===== src/rtl/conv_enc_pkg.sv =====
package conv_enc_pkg;

  localparam int unsigned CENC_SHORT_K = 7;
  localparam int unsigned CENC_LONG_K  = 9;

  // Map a generator written MSB-first onto history places (place 0 = newest).
  function automatic logic [31:0] delay_mask(input logic [31:0] gen, input int unsigned k);
    logic [31:0] m;
    m = '0;
    for (int unsigned i = 0; i < 32; i++) begin
      if (i < k) m[i] = gen[k - 1 - i];
    end
    return m;
  endfunction

endpackage


===== src/rtl/cenc_diff_stage.sv =====
module cenc_diff_stage (
  input  logic clk,
  input  logic rst_n,
  input  logic step,
  input  logic enable,
  input  logic bit_in,
  output logic bit_out
);
  logic state_q;
  logic state_d;

  always_comb begin
    bit_out = bit_in ^ (enable & state_q);
    state_d = state_q;
    if (step) state_d = bit_out;
  end

  always_ff @(posedge clk or negedge rst_n) begin
    if (!rst_n) state_q <= 1'b0;
    else        state_q <= state_d;
  end
endmodule


===== src/rtl/cenc_code_core.sv =====
module cenc_code_core #(
  parameter int unsigned       SR_W        = 9,
  parameter logic [2*SR_W-1:0] MASKS_SHORT = '0,
  parameter logic [2*SR_W-1:0] MASKS_LONG  = '0
) (
  input  logic       clk,
  input  logic       rst_n,
  input  logic       step,
  input  logic       bit_in,
  input  logic       long_sel,
  output logic [1:0] raw_sym
);
  logic [SR_W-1:0] hist_q;
  logic [SR_W-1:0] hist_d;
  logic [1:0]      code_d;
  logic [1:0]      raw_d;

  always_comb begin
    hist_d = hist_q;
    if (step) hist_d = {hist_q[SR_W-2:0], bit_in};
  end

  for (genvar s = 0; s < 2; s++) begin : g_sym
    logic [SR_W-1:0] mask;
    assign mask      = long_sel ? MASKS_LONG[s*SR_W +: SR_W] : MASKS_SHORT[s*SR_W +: SR_W];
    assign code_d[s] = ^(hist_q & mask);
  end

  always_comb begin
    raw_d = raw_sym;
    if (step) raw_d = code_d;
  end

  always_ff @(posedge clk or negedge rst_n) begin
    if (!rst_n) begin
      hist_q  <= '0;
      raw_sym <= '0;
    end else begin
      hist_q  <= hist_d;
      raw_sym <= raw_d;
    end
  end
endmodule


===== src/rtl/cenc_out_stage.sv =====
module cenc_out_stage (
  input  logic       clk,
  input  logic       rst_n,
  input  logic       step,
  input  logic [1:0] raw_sym,
  input  logic       inv_g2,
  output logic       g1_q,
  output logic       g2_q
);
  logic g1_d;
  logic g2_d;

  always_comb begin
    g1_d = g1_q;
    g2_d = g2_q;
    if (step) begin
      g1_d = raw_sym[0];
      g2_d = raw_sym[1] ^ inv_g2;
    end
  end

  always_ff @(posedge clk or negedge rst_n) begin
    if (!rst_n) begin
      g1_q <= 1'b0;
      g2_q <= 1'b0;
    end else begin
      g1_q <= g1_d;
      g2_q <= g2_d;
    end
  end
endmodule


===== src/rtl/conv_enc_top.sv =====
module conv_enc_top
  import conv_enc_pkg::*;
#(
  parameter int unsigned SHORT_K = CENC_SHORT_K,
  parameter int unsigned LONG_K  = CENC_LONG_K,
  parameter logic [31:0] GEN_S1  = 32'o171,
  parameter logic [31:0] GEN_S2  = 32'o133,
  parameter logic [31:0] GEN_L1  = 32'o753,
  parameter logic [31:0] GEN_L2  = 32'o561
) (
  input  logic clk,
  input  logic rst_n,
  input  logic bit_en,
  input  logic din,
  input  logic long_k_sel,
  input  logic diff_en,
  input  logic g2_inv_en,
  output logic sym_g1,
  output logic sym_g2
);
  localparam int unsigned SR_W = LONG_K;
  localparam logic [SR_W-1:0] M_S1 = SR_W'(delay_mask(GEN_S1, SHORT_K));
  localparam logic [SR_W-1:0] M_S2 = SR_W'(delay_mask(GEN_S2, SHORT_K));
  localparam logic [SR_W-1:0] M_L1 = SR_W'(delay_mask(GEN_L1, LONG_K));
  localparam logic [SR_W-1:0] M_L2 = SR_W'(delay_mask(GEN_L2, LONG_K));

  logic       rst_meta;
  logic       rst_q;
  logic       coded_bit;
  logic [1:0] raw_sym;

  // asynchronous assertion, synchronous release
  always_ff @(posedge clk or negedge rst_n) begin
    if (!rst_n) begin
      rst_meta <= 1'b0;
      rst_q    <= 1'b0;
    end else begin
      rst_meta <= 1'b1;
      rst_q    <= rst_meta;
    end
  end

  cenc_diff_stage u_diff (
    .clk    (clk),
    .rst_n  (rst_q),
    .step   (bit_en),
    .enable (diff_en),
    .bit_in (din),
    .bit_out(coded_bit)
  );

  cenc_code_core #(
    .SR_W       (SR_W),
    .MASKS_SHORT({M_S2, M_S1}),
    .MASKS_LONG ({M_L2, M_L1})
  ) u_core (
    .clk     (clk),
    .rst_n   (rst_q),
    .step    (bit_en),
    .bit_in  (coded_bit),
    .long_sel(long_k_sel),
    .raw_sym (raw_sym)
  );

  cenc_out_stage u_out (
    .clk    (clk),
    .rst_n  (rst_q),
    .step   (bit_en),
    .raw_sym(raw_sym),
    .inv_g2 (g2_inv_en),
    .g1_q   (sym_g1),
    .g2_q   (sym_g2)
  );
endmodule


===== config.mk =====
export PLATFORM = sky130hd
export DESIGN_NAME = conv_enc_top
export DESIGN_NICKNAME = d
export VERILOG_FILES = /design/src/rtl/conv_enc_pkg.sv /design/src/rtl/cenc_diff_stage.sv /design/src/rtl/cenc_code_core.sv /design/src/rtl/cenc_out_stage.sv /design/src/rtl/conv_enc_top.sv
export SDC_FILE = /design/constraint.sdc
export NUM_CORES = 1
export LEC_CHECK = 0
export BUFFER_PORTS_ARGS = -buffer_cell sky130_fd_sc_hd__buf_2
export CELL_PAD_IN_SITES_DETAIL_PLACEMENT = 1
export CELL_PAD_IN_SITES_GLOBAL_PLACEMENT = 2
export CORE_AREA = 2 2 46 48
export CTS_BUF_LIST = sky130_fd_sc_hd__clkbuf_8 sky130_fd_sc_hd__clkbuf_16
export CTS_CLUSTER_DIAMETER = 80
export DETAILED_ROUTE_END_ITERATION = 8
export DIE_AREA = 0 0 48 50
export PLACE_DENSITY = 0.76
export SETUP_SLACK_MARGIN = 0.15
export SYNTH_ARGS = -nofsm -noshare
export SYNTH_HDL_FRONTEND = slang
export SYNTH_SLANG_ARGS = --single-unit

===== constraint.sdc =====
create_clock -name clk -period 0.8 [get_ports clk]
set_input_delay 0.12 -clock clk [delete_from_list [all_inputs] [get_ports clk]]
set_output_delay 0.12 -clock clk [all_outputs]
set_load 0.03 [all_outputs]

# Word-level counts from Yosys, hierarchy flattened
# Index checks and enable logic that the tools add are counted.
# totals
in_bits,7
output_inout_bits,2
register_bits,16
wordCells,16
# op_classes
muxes,2
bitwise_logic,5
reduce_logical,2
# op_table
operator,n
AND 9 bit,2
2-to-1 mux 9 bit,2
XOR reduction 9 bit,2
bitwise XOR 1 bit,2
AND 1 bit,1

# Logic depth before layout (Yosys ltp)
# depth
ltp_word,3
ltp_mapped,4
ltp_nobuf,4

# By module
# A second synthesis with hierarchy kept.
# unflattened
hier_cells,52
hier_area_um2,729.4
# by_module_without_submodules
mod,cells_each,seq_area_each_um2,area_per_inst_um2,instances
cenc_code_core,36,275.3,524.3,1
cenc_out_stage,6,50.0,82.6,1
cenc_diff_stage,7,25.0,68.8,1
conv_enc_top,3,50.0,53.8,1

# Worst setup path before layout
# OpenSTA, ideal clock, no wires.
# synth_path
path_kind,flip-flop to flip-flop
startpoint,register u_core.hist_q[5]
endpoint,register u_core.raw_sym[1]
arrival_ns,1.257
stages_incl_launch_ff,5
required_ns,0.675
n_path_buf,0
setup_slack_ns,-0.582
period_less_slack_ns,1.382
setup_time_ns,0.125
cell_sequence,dfrtp_1 xnor2_1 o21ai_1 xnor3_1 mux2_4
# synth_via
elab_chain_len,2
# synth_lines
element,line_no,source
from (decl),cenc_code_core.sv:13,logic [SR_W-1:0] hist_q;
from (signal assigned),cenc_code_core.sv:39,hist_q <= hist_d;
AND 9 bit,cenc_code_core.sv:26,assign code_d[s] = ^(hist_q & mask);
XOR reduction 9 bit,cenc_code_core.sv:26,
to (signal assigned),cenc_code_core.sv:40,raw_sym <= raw_d;
to (decl),cenc_code_core.sv:11,output logic [1:0] raw_sym
# Every way passes these cells.
# A chain may end at the register's enable or synchronous reset.

# Final worst setup path
# layout_path
startpoint,register u_core.hist_q[3]
endpoint,register u_core.raw_sym[1]
# Same word-level chain as after synthesis.

==> out/results.tsv <==
metric	value	unit
status	complete, but fails checks	
violations	negative setup slack	
layout_setup_ws	-0.599	ns
cp_slowest_cell	xnor3_1	
leakage	0.477	nW
grt_pass1_vias	519	
hold_ws	0.153	ns
stdcell_area	998	µm²
rows	16	
cap_violations	0	
post-route-min-period	1.40	ns
cp_cell_sequence	xnor2_1, xnor3_1, mux2_4	
min_path_type	in -> reg	
dieWidth	48	µm
skew	0.00419	ns
drt-initial-drc-count	4	
ys_types	14	
path_class	reg -> reg	
vias	460	
cp_max_fo	2	
ant_nets	0	
pin_count	9	
final_common_cell	dfrtp_1	
drc	0	
path_clk_slew	0.06	ns
cp-end-kind	flop	
drv_slew	0	
hold_viol_final	0	
seq_area_frac_synth	56.8	%
syn_to_final_growth	51.1	%
syn_area_per_cell	13.5	µm²
clock_path_buffers	2	
core_region_area	1900	µm²
cts_tree	yes	
nets	86	
max-vdd-ir-drop	1.48	mV
cts_buffers	3	
ys_ff_latch	15	
cp_data_required_time	0.94	ns
routed_wl	1.40	mm
startpoint_type	flop	
io_buffers	8	
start_util	34.7	%
post_dp_cell_area	870	µm²
clock_sinks	15	
clock_latency	0.25	ns
n_antenna_cell	0	
final_cell_mix	dfrtp_1 (15), buf_4 (10), buf_6 (9)	
fill_cells	212	
netlist_area	661	µm²
worstPathArrival	1.53	ns
cts-root-buf	clkbuf_8	
grt_util_all_layers	14.0	%
drtPass1Iterations	3	
setup_viol	13	
synth_nets	56	
p_per_area	3480	nW/µm²
antenna_found_initial	0	
grt_max_degree	15	
viasPerCell	4.38	
gp_congestion	0.704	
overflow	0	
grt_pass1_wl	2.27	mm
wire_per_inst	13.3	µm
final.period_utilization	175	%
die_height	50	µm
htreeDepth	1	
slowest_delay	0.42	ns
clock.fmax	715	MHz
layout-drive-gt1-share	53.8	%
ys_warn_count	0	
fin_tns_setup	-3.00	ns
postSynthCellCount	49	
grt_setup_unrepaired	yes	
final_util	52.5	%
die_area	2400	µm²
post-place-ws	-0.592	ns
## cell usage after synthesis
master / n / share of area (%)
nand3_1: 1 / 0.76
xnor2_1: 6 / 8.0
o21ai_1: 1 / 0.76
o21ai_0: 1 / 0.76
buf_2: 1 / 0.76
nor2_1: 3 / 1.7
conb_1: 1 / 0.57
nand2_1: 2 / 1.1
mux2_2: 9 / 15
clkbuf_1: 1 / 0.57
a21oi_1: 5 / 3.8
dfrtp_1: 15 / 57
mux2_4: 1 / 2.3
xnor3_1: 2 / 6.8
## sequential cells by signal (all words and copies together) (netlist names)
register	cells
u_core.hist_q	9
u_core.raw_sym	2
rst_meta	1
rst_q	1
u_out.g1_q	1
u_out.g2_q	1
## cell families after synthesis
family	synth area share, %
AOI/OAI and AO/OA	5.30
DFF	56.8
buffers and inverters	1.32
other	0.568
xor gates and xnor gates	14.8
muxes	17.6
and+or+nand+nor	3.60
## metrics by stage
stage | total power [W] | std cells
finish | 0.00348 | 105
global route | 0.00368 | 105
global placement | 0.00258 | 97
floorplan | 0.00213 | 49
CTS | 0.00346 | 103
detailed placement | 0.00263 | 97
## layer usage
| metal | track usage (%) | routed length (µm) |
|---|---|---|
| met1 | 17.6 | 602 |
| met2 | 21.8 | 739 |
| met3 | 3.30 | 32 |
| met4 | 6.76 | 21 |
| met5 | 0 | 0 |
## report_power, final
part / internal (W) / leakage [nW] / total, W / switching [W]
clock network: 0.000340 / 0.0269 / 0.000604 / 0.000264
logic: 0.00111 / 0.277 / 0.00162 / 0.000513
registers: 0.00102 / 0.173 / 0.00125 / 0.000227
## layout make-up
class	instances	area (µm²)	area share (%)
Tap cell	27	33.8	3.38
Sequential cell	15	375	37.6
Timing Repair Buffer	27	236	23.7
Multi-Input combinational cell	32	308	30.8
Clock inverter	1	3.75	0.376
Clock buffer	3	41.3	4.14
## worst max-delay path: cells and delay by family, from the launching register on
family / cells / cell delay (ns)
xor+xnor: 2 / 0.63
flops: 1 / 0.39
mux: 1 / 0.26
## timing repair
action,CTS,global route
endpoints found under the setup margin,15,15
pin swaps,4,2
hold endpoints to repair,2,0
hold buffers,1,0
buffers inserted,1,2
resized for setup,14,0
## path summary, 6_finish.rpt
check                            startpoint           endpoint  slack [ns]  cells after the start
min in group asynchronous             rst_q   u_core.hist_q[3]        0.17                      1
setup reg to reg           u_core.hist_q[3]  u_core.raw_sym[1]       -0.60                      3
setup / recovery           u_core.hist_q[3]  u_core.raw_sym[1]       -0.60                      3
hold / removal                    g2_inv_en         u_out.g2_q        0.15                      3
hold reg to reg                       rst_q   u_core.hist_q[3]        0.17                      1
max in group asynchronous             rst_q   u_core.hist_q[7]        0.46                      1
No activity file was read; power rests on OpenSTA's default activity.
